[src/rtl/replay_pkg.sv]
package replay_pkg;

    localparam int DATA_W = 24;
    localparam int CNT_W  = 4;

    typedef enum logic [1:0] {
        ST_IDLE   = 2'd0,
        ST_WAIT   = 2'd1,
        ST_STREAM = 2'd2
    } seq_state_e;

    // Register set of the sequencer, carried as one struct.
    typedef struct packed {
        seq_state_e       state;
        logic [CNT_W-1:0] left;
        logic             valid;
        logic             done;
    } seq_regs_t;

    function automatic logic [CNT_W-1:0] one_less(input logic [CNT_W-1:0] v);
        return v - 1'b1;
    endfunction

endpackage

[src/rtl/replay_buffer.sv]
module replay_buffer #(
    parameter int DATA_W = replay_pkg::DATA_W,
    parameter int DEPTH  = 16,
    parameter int AW     = 4
) (
    input  logic              clk,
    input  logic              rst,
    input  logic              wr_en,
    input  logic [AW-1:0]     wr_addr,
    input  logic [DATA_W-1:0] wr_data,
    input  logic              rd_en,
    input  logic [AW-1:0]     rd_addr,
    output logic [DATA_W-1:0] rd_data
);

    logic [DATA_W-1:0] store [DEPTH];

    always_ff @(posedge clk) begin
        if (wr_en && (32'(wr_addr) < DEPTH)) begin
            store[wr_addr] <= wr_data;
        end
    end

    // Registered read, forced to zero outside a pass.
    always_ff @(posedge clk) begin
        if (rst || !rd_en) begin
            rd_data <= '0;
        end else begin
            rd_data <= store[rd_addr];
        end
    end

endmodule

[src/rtl/replay_seq.sv]
module replay_seq
    import replay_pkg::*;
#(
    parameter int CNT_W     = replay_pkg::CNT_W,
    parameter int BLOCK_LEN = 16,
    parameter int AW        = 4
) (
    input  logic             clk,
    input  logic             rst,
    input  logic             arm_i,
    input  logic [CNT_W-1:0] pass_cnt_i,
    input  logic             req_i,
    output logic             idle_o,
    output logic             rd_en_o,
    output logic [AW-1:0]    rd_addr_o,
    output logic             valid_o,
    output logic             done_o
);

    localparam logic [AW-1:0] LAST = AW'(BLOCK_LEN - 1);

    seq_regs_t     r_q, r_d;
    logic [AW-1:0] addr_q, addr_d;

    always_comb begin
        r_d       = r_q;
        addr_d    = addr_q;
        r_d.done  = 1'b0;
        r_d.valid = (r_q.state == ST_STREAM);
        unique case (r_q.state)
            ST_IDLE: begin
                if (arm_i) begin
                    r_d.left = pass_cnt_i;
                    addr_d   = '0;
                    if (pass_cnt_i == '0) begin
                        r_d.done = 1'b1;
                    end else if (pass_cnt_i == CNT_W'(1)) begin
                        r_d.state = ST_STREAM;
                    end else begin
                        r_d.state = ST_WAIT;
                    end
                end
            end
            ST_WAIT: begin
                if (req_i) begin
                    r_d.state = ST_STREAM;
                    addr_d    = '0;
                end
            end
            ST_STREAM: begin
                if (addr_q == LAST) begin
                    addr_d   = '0;
                    r_d.left = one_less(r_q.left);
                    if (r_q.left == CNT_W'(1)) begin
                        r_d.state = ST_IDLE;
                        r_d.done  = 1'b1;
                    end else begin
                        r_d.state = ST_WAIT;
                    end
                end else begin
                    addr_d = addr_q + 1'b1;
                end
            end
            default: r_d.state = ST_IDLE;
        endcase
    end

    always_ff @(posedge clk) begin
        if (rst) begin
            r_q    <= '{state: ST_IDLE, left: '0, valid: 1'b0, done: 1'b0};
            addr_q <= '0;
        end else begin
            r_q    <= r_d;
            addr_q <= addr_d;
        end
    end

    assign idle_o    = (r_q.state == ST_IDLE);
    assign rd_en_o   = (r_q.state == ST_STREAM);
    assign rd_addr_o = addr_q;
    assign valid_o   = r_q.valid;
    assign done_o    = r_q.done;

    // a waiting sequencer never starts a pass without a request
    a_r2_wait_needs_req: assert property (@(posedge clk) disable iff (rst)
        (r_q.state == ST_WAIT && !req_i) |=> (r_q.state != ST_STREAM));

    // a pass in progress advances one address per clock
    a_r3_no_gap: assert property (@(posedge clk) disable iff (rst)
        (r_q.state == ST_STREAM && addr_q != LAST)
        |=> (r_q.state == ST_STREAM && addr_q == AW'($past(addr_q) + 1'b1)));

    // the remaining count holds steady mid-pass whatever req does
    a_r5_count_steady: assert property (@(posedge clk) disable iff (rst)
        (r_q.state == ST_STREAM && addr_q != LAST) |=> $stable(r_q.left));

    // done lasts one cycle
    a_r7_done_single: assert property (@(posedge clk) disable iff (rst)
        done_o |=> !done_o);

    // zero count finishes at once without streaming
    a_r8_zero_count: assert property (@(posedge clk) disable iff (rst)
        (r_q.state == ST_IDLE && arm_i && pass_cnt_i == '0)
        |=> (done_o && r_q.state == ST_IDLE));

    // arm while armed does not reload the count
    a_r10_arm_busy: assert property (@(posedge clk) disable iff (rst)
        (r_q.state == ST_WAIT && arm_i && !req_i) |=> $stable(r_q.left));

endmodule

[src/rtl/pass_replayer.sv]
module pass_replayer #(
    parameter int DATA_W    = replay_pkg::DATA_W,
    parameter int CNT_W     = replay_pkg::CNT_W,
    parameter int BLOCK_LEN = 16,
    localparam int AW       = (BLOCK_LEN > 1) ? $clog2(BLOCK_LEN) : 1
) (
    input  logic              clk,
    input  logic              rst,
    input  logic              arm,
    input  logic [CNT_W-1:0]  pass_count,
    input  logic              req,
    input  logic              wr_en,
    input  logic [AW-1:0]     wr_addr,
    input  logic [DATA_W-1:0] wr_data,
    output logic              out_valid,
    output logic [DATA_W-1:0] out_data,
    output logic              done
);

    logic          idle;
    logic          rd_en;
    logic [AW-1:0] rd_addr;
    logic          wr_take;

    assign wr_take = wr_en && idle;

    replay_seq #(
        .CNT_W    (CNT_W),
        .BLOCK_LEN(BLOCK_LEN),
        .AW       (AW)
    ) u_seq (
        .clk       (clk),
        .rst       (rst),
        .arm_i     (arm),
        .pass_cnt_i(pass_count),
        .req_i     (req),
        .idle_o    (idle),
        .rd_en_o   (rd_en),
        .rd_addr_o (rd_addr),
        .valid_o   (out_valid),
        .done_o    (done)
    );

    replay_buffer #(
        .DATA_W(DATA_W),
        .DEPTH (BLOCK_LEN),
        .AW    (AW)
    ) u_buf (
        .clk    (clk),
        .rst    (rst),
        .wr_en  (wr_take),
        .wr_addr(wr_addr),
        .wr_data(wr_data),
        .rd_en  (rd_en),
        .rd_addr(rd_addr),
        .rd_data(out_data)
    );

    // reset silences the outputs on the following cycle
    a_r12_reset_quiet: assert property (@(posedge clk)
        rst |=> (!out_valid && !done && out_data == '0));

    // data is zero whenever valid is low
    a_r3_zero_idle_data: assert property (@(posedge clk) disable iff (rst)
        !out_valid |-> (out_data == '0));

endmodule

[config.mk]
export PLATFORM = sky130hd
export DESIGN_NAME = pass_replayer
export DESIGN_NICKNAME = d
export VERILOG_FILES = /design/src/rtl/replay_pkg.sv /design/src/rtl/replay_buffer.sv /design/src/rtl/replay_seq.sv /design/src/rtl/pass_replayer.sv
export SDC_FILE = /design/constraint.sdc
export NUM_CORES = 1
export LEC_CHECK = 0
export ABC_AREA = 1
export BUFFER_PORTS_ARGS = -buffer_cell sky130_fd_sc_hd__clkbuf_2
export CAP_MARGIN = 20
export CORE_MARGIN = 1.5
export CORE_UTILIZATION = 40
export DETAILED_ROUTE_END_ITERATION = 10
export GPL_TIMING_DRIVEN = 0
export RECOVER_POWER = 100
export SYNTH_ARGS = -nofsm -noshare
export SYNTH_HDL_FRONTEND = slang
export SYNTH_SLANG_ARGS = --single-unit
[constraint.sdc]
create_clock -name clk -period 5.26 [get_ports clk]
set_input_delay 0.263 -clock clk [delete_from_list [all_inputs] [get_ports clk]]
set_output_delay 0.263 -clock clk [all_outputs]
set_load 0.02 [all_outputs]
==> impl_metrics.env <==
export IMPL_busiest_layer="met2"
export IMPL_num_vias=12100
export IMPL_syn_inst=1656
export IMPL_ys_seq_area_share_pct=69.7
export IMPL_drtPass1Iterations=6
export IMPL_leakagePower_nw=8.15
export IMPL_drtIter0Drc=1285
export IMPL_syn_area_per_cell_sq_um=10.6
export IMPL_status="complete, but fails checks"
export IMPL_grt_overflow=0
export IMPL_synth_top_family_by_area="simple AND/OR/NAND/NOR gates"
export IMPL_drive_above_1_share_pct=7.59
export IMPL_yosysWarningCount=0
export IMPL_met1_usage_pct=30.2
export IMPL_cts_sinks=420
export IMPL_grt_use_total_pct=22.4
export IMPL_fin_nets=1822
export IMPL_postCtsSetupBuffers=0
export IMPL_tightest_slew_ns=2.82
export IMPL_path_max_fanout=24
export IMPL_synth_net_count=1696
export IMPL_slew_headroom_pct=-88.6
export IMPL_wl_per_cell_um=20.6
export IMPL_cap_violations=6
export IMPL_timing_critical_path_buf_inv=1
export IMPL_hold_violations=0
export IMPL_skew_ns=0.0109
export IMPL_fin_crit_sh_pct=69.5
export IMPL_die_area_sq_mm=0.0452
export IMPL_hp_class="in2reg"
export IMPL_dpl_hpwl_um=31800
export IMPL_worstPathRequired_ns=5.38
export IMPL_grt_max_degree=25
export IMPL_vdd_ir_drop_max_mv=0.270
export IMPL_coreArea_sq_mm=0.0432
export IMPL_io_pins=63
export IMPL_clockBufferDepth=3
export IMPL_clk_pin_slew_worst_paths_ns=0.06
export IMPL_synthToLayoutAreaGrowth_pct=14.2
export IMPL_p_int_w=0.00620
export IMPL_startpoint_type="flip-flop"
export IMPL_antenna_cells=0
export IMPL_vias_per_cell=5.05
export IMPL_io_buffers=62
export IMPL_swShare_pct=30.8
export IMPL_crit_path_end_kind="flip-flop"
export IMPL_violations="max-capacitance violations, max-slew violations"
export IMPL_path_delay_family="simple AND/OR/NAND/NOR gates"
export IMPL_crit_slowest_cell="nor2_1"
export IMPL_crit_chain="nor2_1 > inv_1 > nor2_1 > nand3_1 > nor2_1"
export IMPL_synth_area_mux_share_pct=0
export IMPL_grt_pass1_wl_um=72400
export IMPL_clkLatencyLatePin_ns=0.57
export IMPL_grt_use_met3_pct=3.68
export IMPL_clockPowerShare_pct=35.3
export IMPL_wirelength_um=49500
export IMPL_synthAdderAreaFrac_pct=0.214
export IMPL_power_density_mw_per_mm2=447
export IMPL_initial_utilization_pct=40.7
export IMPL_maxSlewViolCount=98
export IMPL_die_h_um=213
export IMPL_cp_slowest_stage_delay_ns=2.12
export IMPL_gp_congestion=0.820
export IMPL_synth_xor_area_share_pct=0
export IMPL_combinationalPowerShare_pct=22.3
export IMPL_cts_root_buf="clkbuf_16"
export IMPL_ys_types=29
export IMPL_cts_tree="done"
export IMPL_grt_met2_usage_pct=35.2
export IMPL_p_seq_share_pct=42.4
export IMPL_h_tree_depth=2
export IMPL_worstPathArrival_ns=3.77
export IMPL_worst_path_most_repeated_cell="nor2_1"
export IMPL_setup_violations=0
export IMPL_antenna_left=0
export IMPL_cts_resized=0
export IMPL_drc=0
export IMPL_power_total_w=0.00896
export IMPL_synth_compound_area_share_pct=1.32
export IMPL_numCtsBuffers=45
export IMPL_grt_antenna_before_repair=0
export IMPL_rsz0062_at_grt="false"
export IMPL_rows=76
export IMPL_critical_path_class="reg2reg"
export IMPL_layout_min_cycle_time_ns=3.65
export IMPL_tns_ns=0
export IMPL_switching_power_w=0.00276
export IMPL_fmax_mhz=274
export IMPL_die_w_um=213
export IMPL_synthSimpleGateAreaFrac_pct=21.2
export IMPL_synth_seq_cells=420
export IMPL_grt_pass1_vias=11400
export IMPL_syn_cell_area_sq_mm=0.0176
## power groups by stage
| stage | Clock (W) | Combinational (W) | Sequential [W] |
|---|---|---|---|
| after detailed placement | 0 | 0.00202 | 0.00387 |
| final | 0.00316 | 0.00200 | 0.00380 |
| after CTS | 0.00320 | 0.00204 | 0.00380 |
| after global placement | 0 | 0.00195 | 0.00387 |
| after floorplan | 0 | 0.00124 | 0.00390 |
| after global routing | 0.00333 | 0.00219 | 0.00381 |
## placed cells by master (no fill, tap or decap), types with 6 or more instances in the layout
| cell | n |
|---|---|
| clkbuf_16 | 47 |
| a21oi_1 | 30 |
| buf_2 | 30 |
| nor2_1 | 37 |
| clkbuf_1 | 93 |
| buf_6 | 18 |
| buf_1 | 9 |
| clkinv_2 | 7 |
| o21ai_0 | 6 |
| dfxtp_1 | 36 |
| nand2_1 | 608 |
| clkinv_1 | 6 |
| nand3_1 | 249 |
| edfxtp_1 | 384 |
| inv_1 | 209 |
| buf_4 | 6 |
| clkbuf_2 | 12 |
## registers in the layout, indices dropped and copies added (netlist names)
name,cells
u_buf.store,384
u_buf.rd_data,24
u_seq.r_q,6
u_seq.rd_addr_o,4
u_seq.done_o,1
u_seq.valid_o,1
## what timing repair did
action | 4_1_cts | 5_1_grt
endpoints found under the setup margin | 0 | 0
hold endpoints to repair | 4 | 0
hold buffers | 2 | 0
## per-layer routing
layer  vias up  part of all wire, %  wire length [um]
li1       5669                    -                 -
met1      5748                   41             20500
met4         0                  5.1              2510
met5         -                    0                 0
met3       142                  8.4              4160
met2       578                   45             22300
## logic make-up (layout without fill, tap and decap cells)
family / after synthesis / in the layout
simple gates: 897 / 897
flops: 420 / 420
buf+inv: 293 / 454
compound gates: 43 / 43
fa+ha+maj: 3 / 3
## path summary, 6_finish.rpt
check	slack, ns	end	startpoint	cells after the start
setup / recovery	1.61	u_buf.store[13][8]	u_seq.r_q[7]	5
hold / removal	0.08	u_seq.r_q[5]	pass_count[3]	5
setup reg to reg	1.61	u_buf.store[13][8]	u_seq.r_q[7]	5
hold reg to reg	0.51	u_seq.r_q[4]	u_seq.r_q[4]	2
## layout make-up
type                    instances  area [sq um]
well taps                     585           732
fillers                      3971         23100
repair buffers                 79           324
flip-flops and latches        420         12300
multi-input cells             943          3970
inverters                     211           796
clock buffers                  60          1250
clock inverters                22           218
plain buffers                  82           519
## synthesized netlist by cell type
| master | count | area share [%] |
|---|---|---|
| nand2_1 | 606 | 13 |
| edfxtp_1 | 384 | 66 |
| nand3_1 | 248 | 7.1 |
| inv_1 | 206 | 4.4 |
| buf_2 | 38 | 1.1 |
| nor2_1 | 37 | 0.79 |
| dfxtp_1 | 36 | 4.1 |
| a21oi_1 | 30 | 0.85 |
| buf_6 | 18 | 1.2 |
| buf_1 | 11 | 0.24 |
| buf_4 | 7 | 0.30 |
| clkbuf_1 | 7 | 0.15 |
| o21ai_0 | 6 | 0.17 |
| ha_1 | 3 | 0.21 |
| inv_2 | 3 | 0.064 |
| a22oi_1 | 2 | 0.085 |
| nand2_4 | 2 | 0.13 |
| a21oi_2 | 1 | 0.050 |
| a31oi_1 | 1 | 0.036 |
| buf_12 | 1 | 0.11 |
| clkinv_2 | 1 | 0.028 |
| inv_4 | 1 | 0.036 |
| nand3_2 | 1 | 0.057 |
| nand3b_1 | 1 | 0.043 |
| nor3_4 | 1 | 0.093 |
| o211ai_1 | 1 | 0.043 |
| o21bai_1 | 1 | 0.043 |
| o22ai_1 | 1 | 0.036 |
| or2_2 | 1 | 0.036 |
## worst reg2reg max path: cells and delay by family (launching register included)
| family | cells | cell delay, ns |
|---|---|---|
| buffers and inverters | 1 | 0.10 |
| flip-flops | 1 | 0.34 |
| AND/OR/NAND/NOR | 4 | 2.75 |
## per-stage QoR
stage	hold slack [ns]	setup slack, ns	utilization (%)	instance area, sq um	cells
after floorplan	0.332	2.94	-	17600	1656
after global placement	0.478	1.41	43.1	18600	2303
after detailed placement	0.496	2.70	44.3	19100	2318
after CTS	0.0494	2.69	47.8	20600	2402
after global routing	0.116	1.30	46.5	20100	2402
final	0.0816	1.61	46.5	20100	2402
Note: power is estimated with default switching activity, not from simulation.
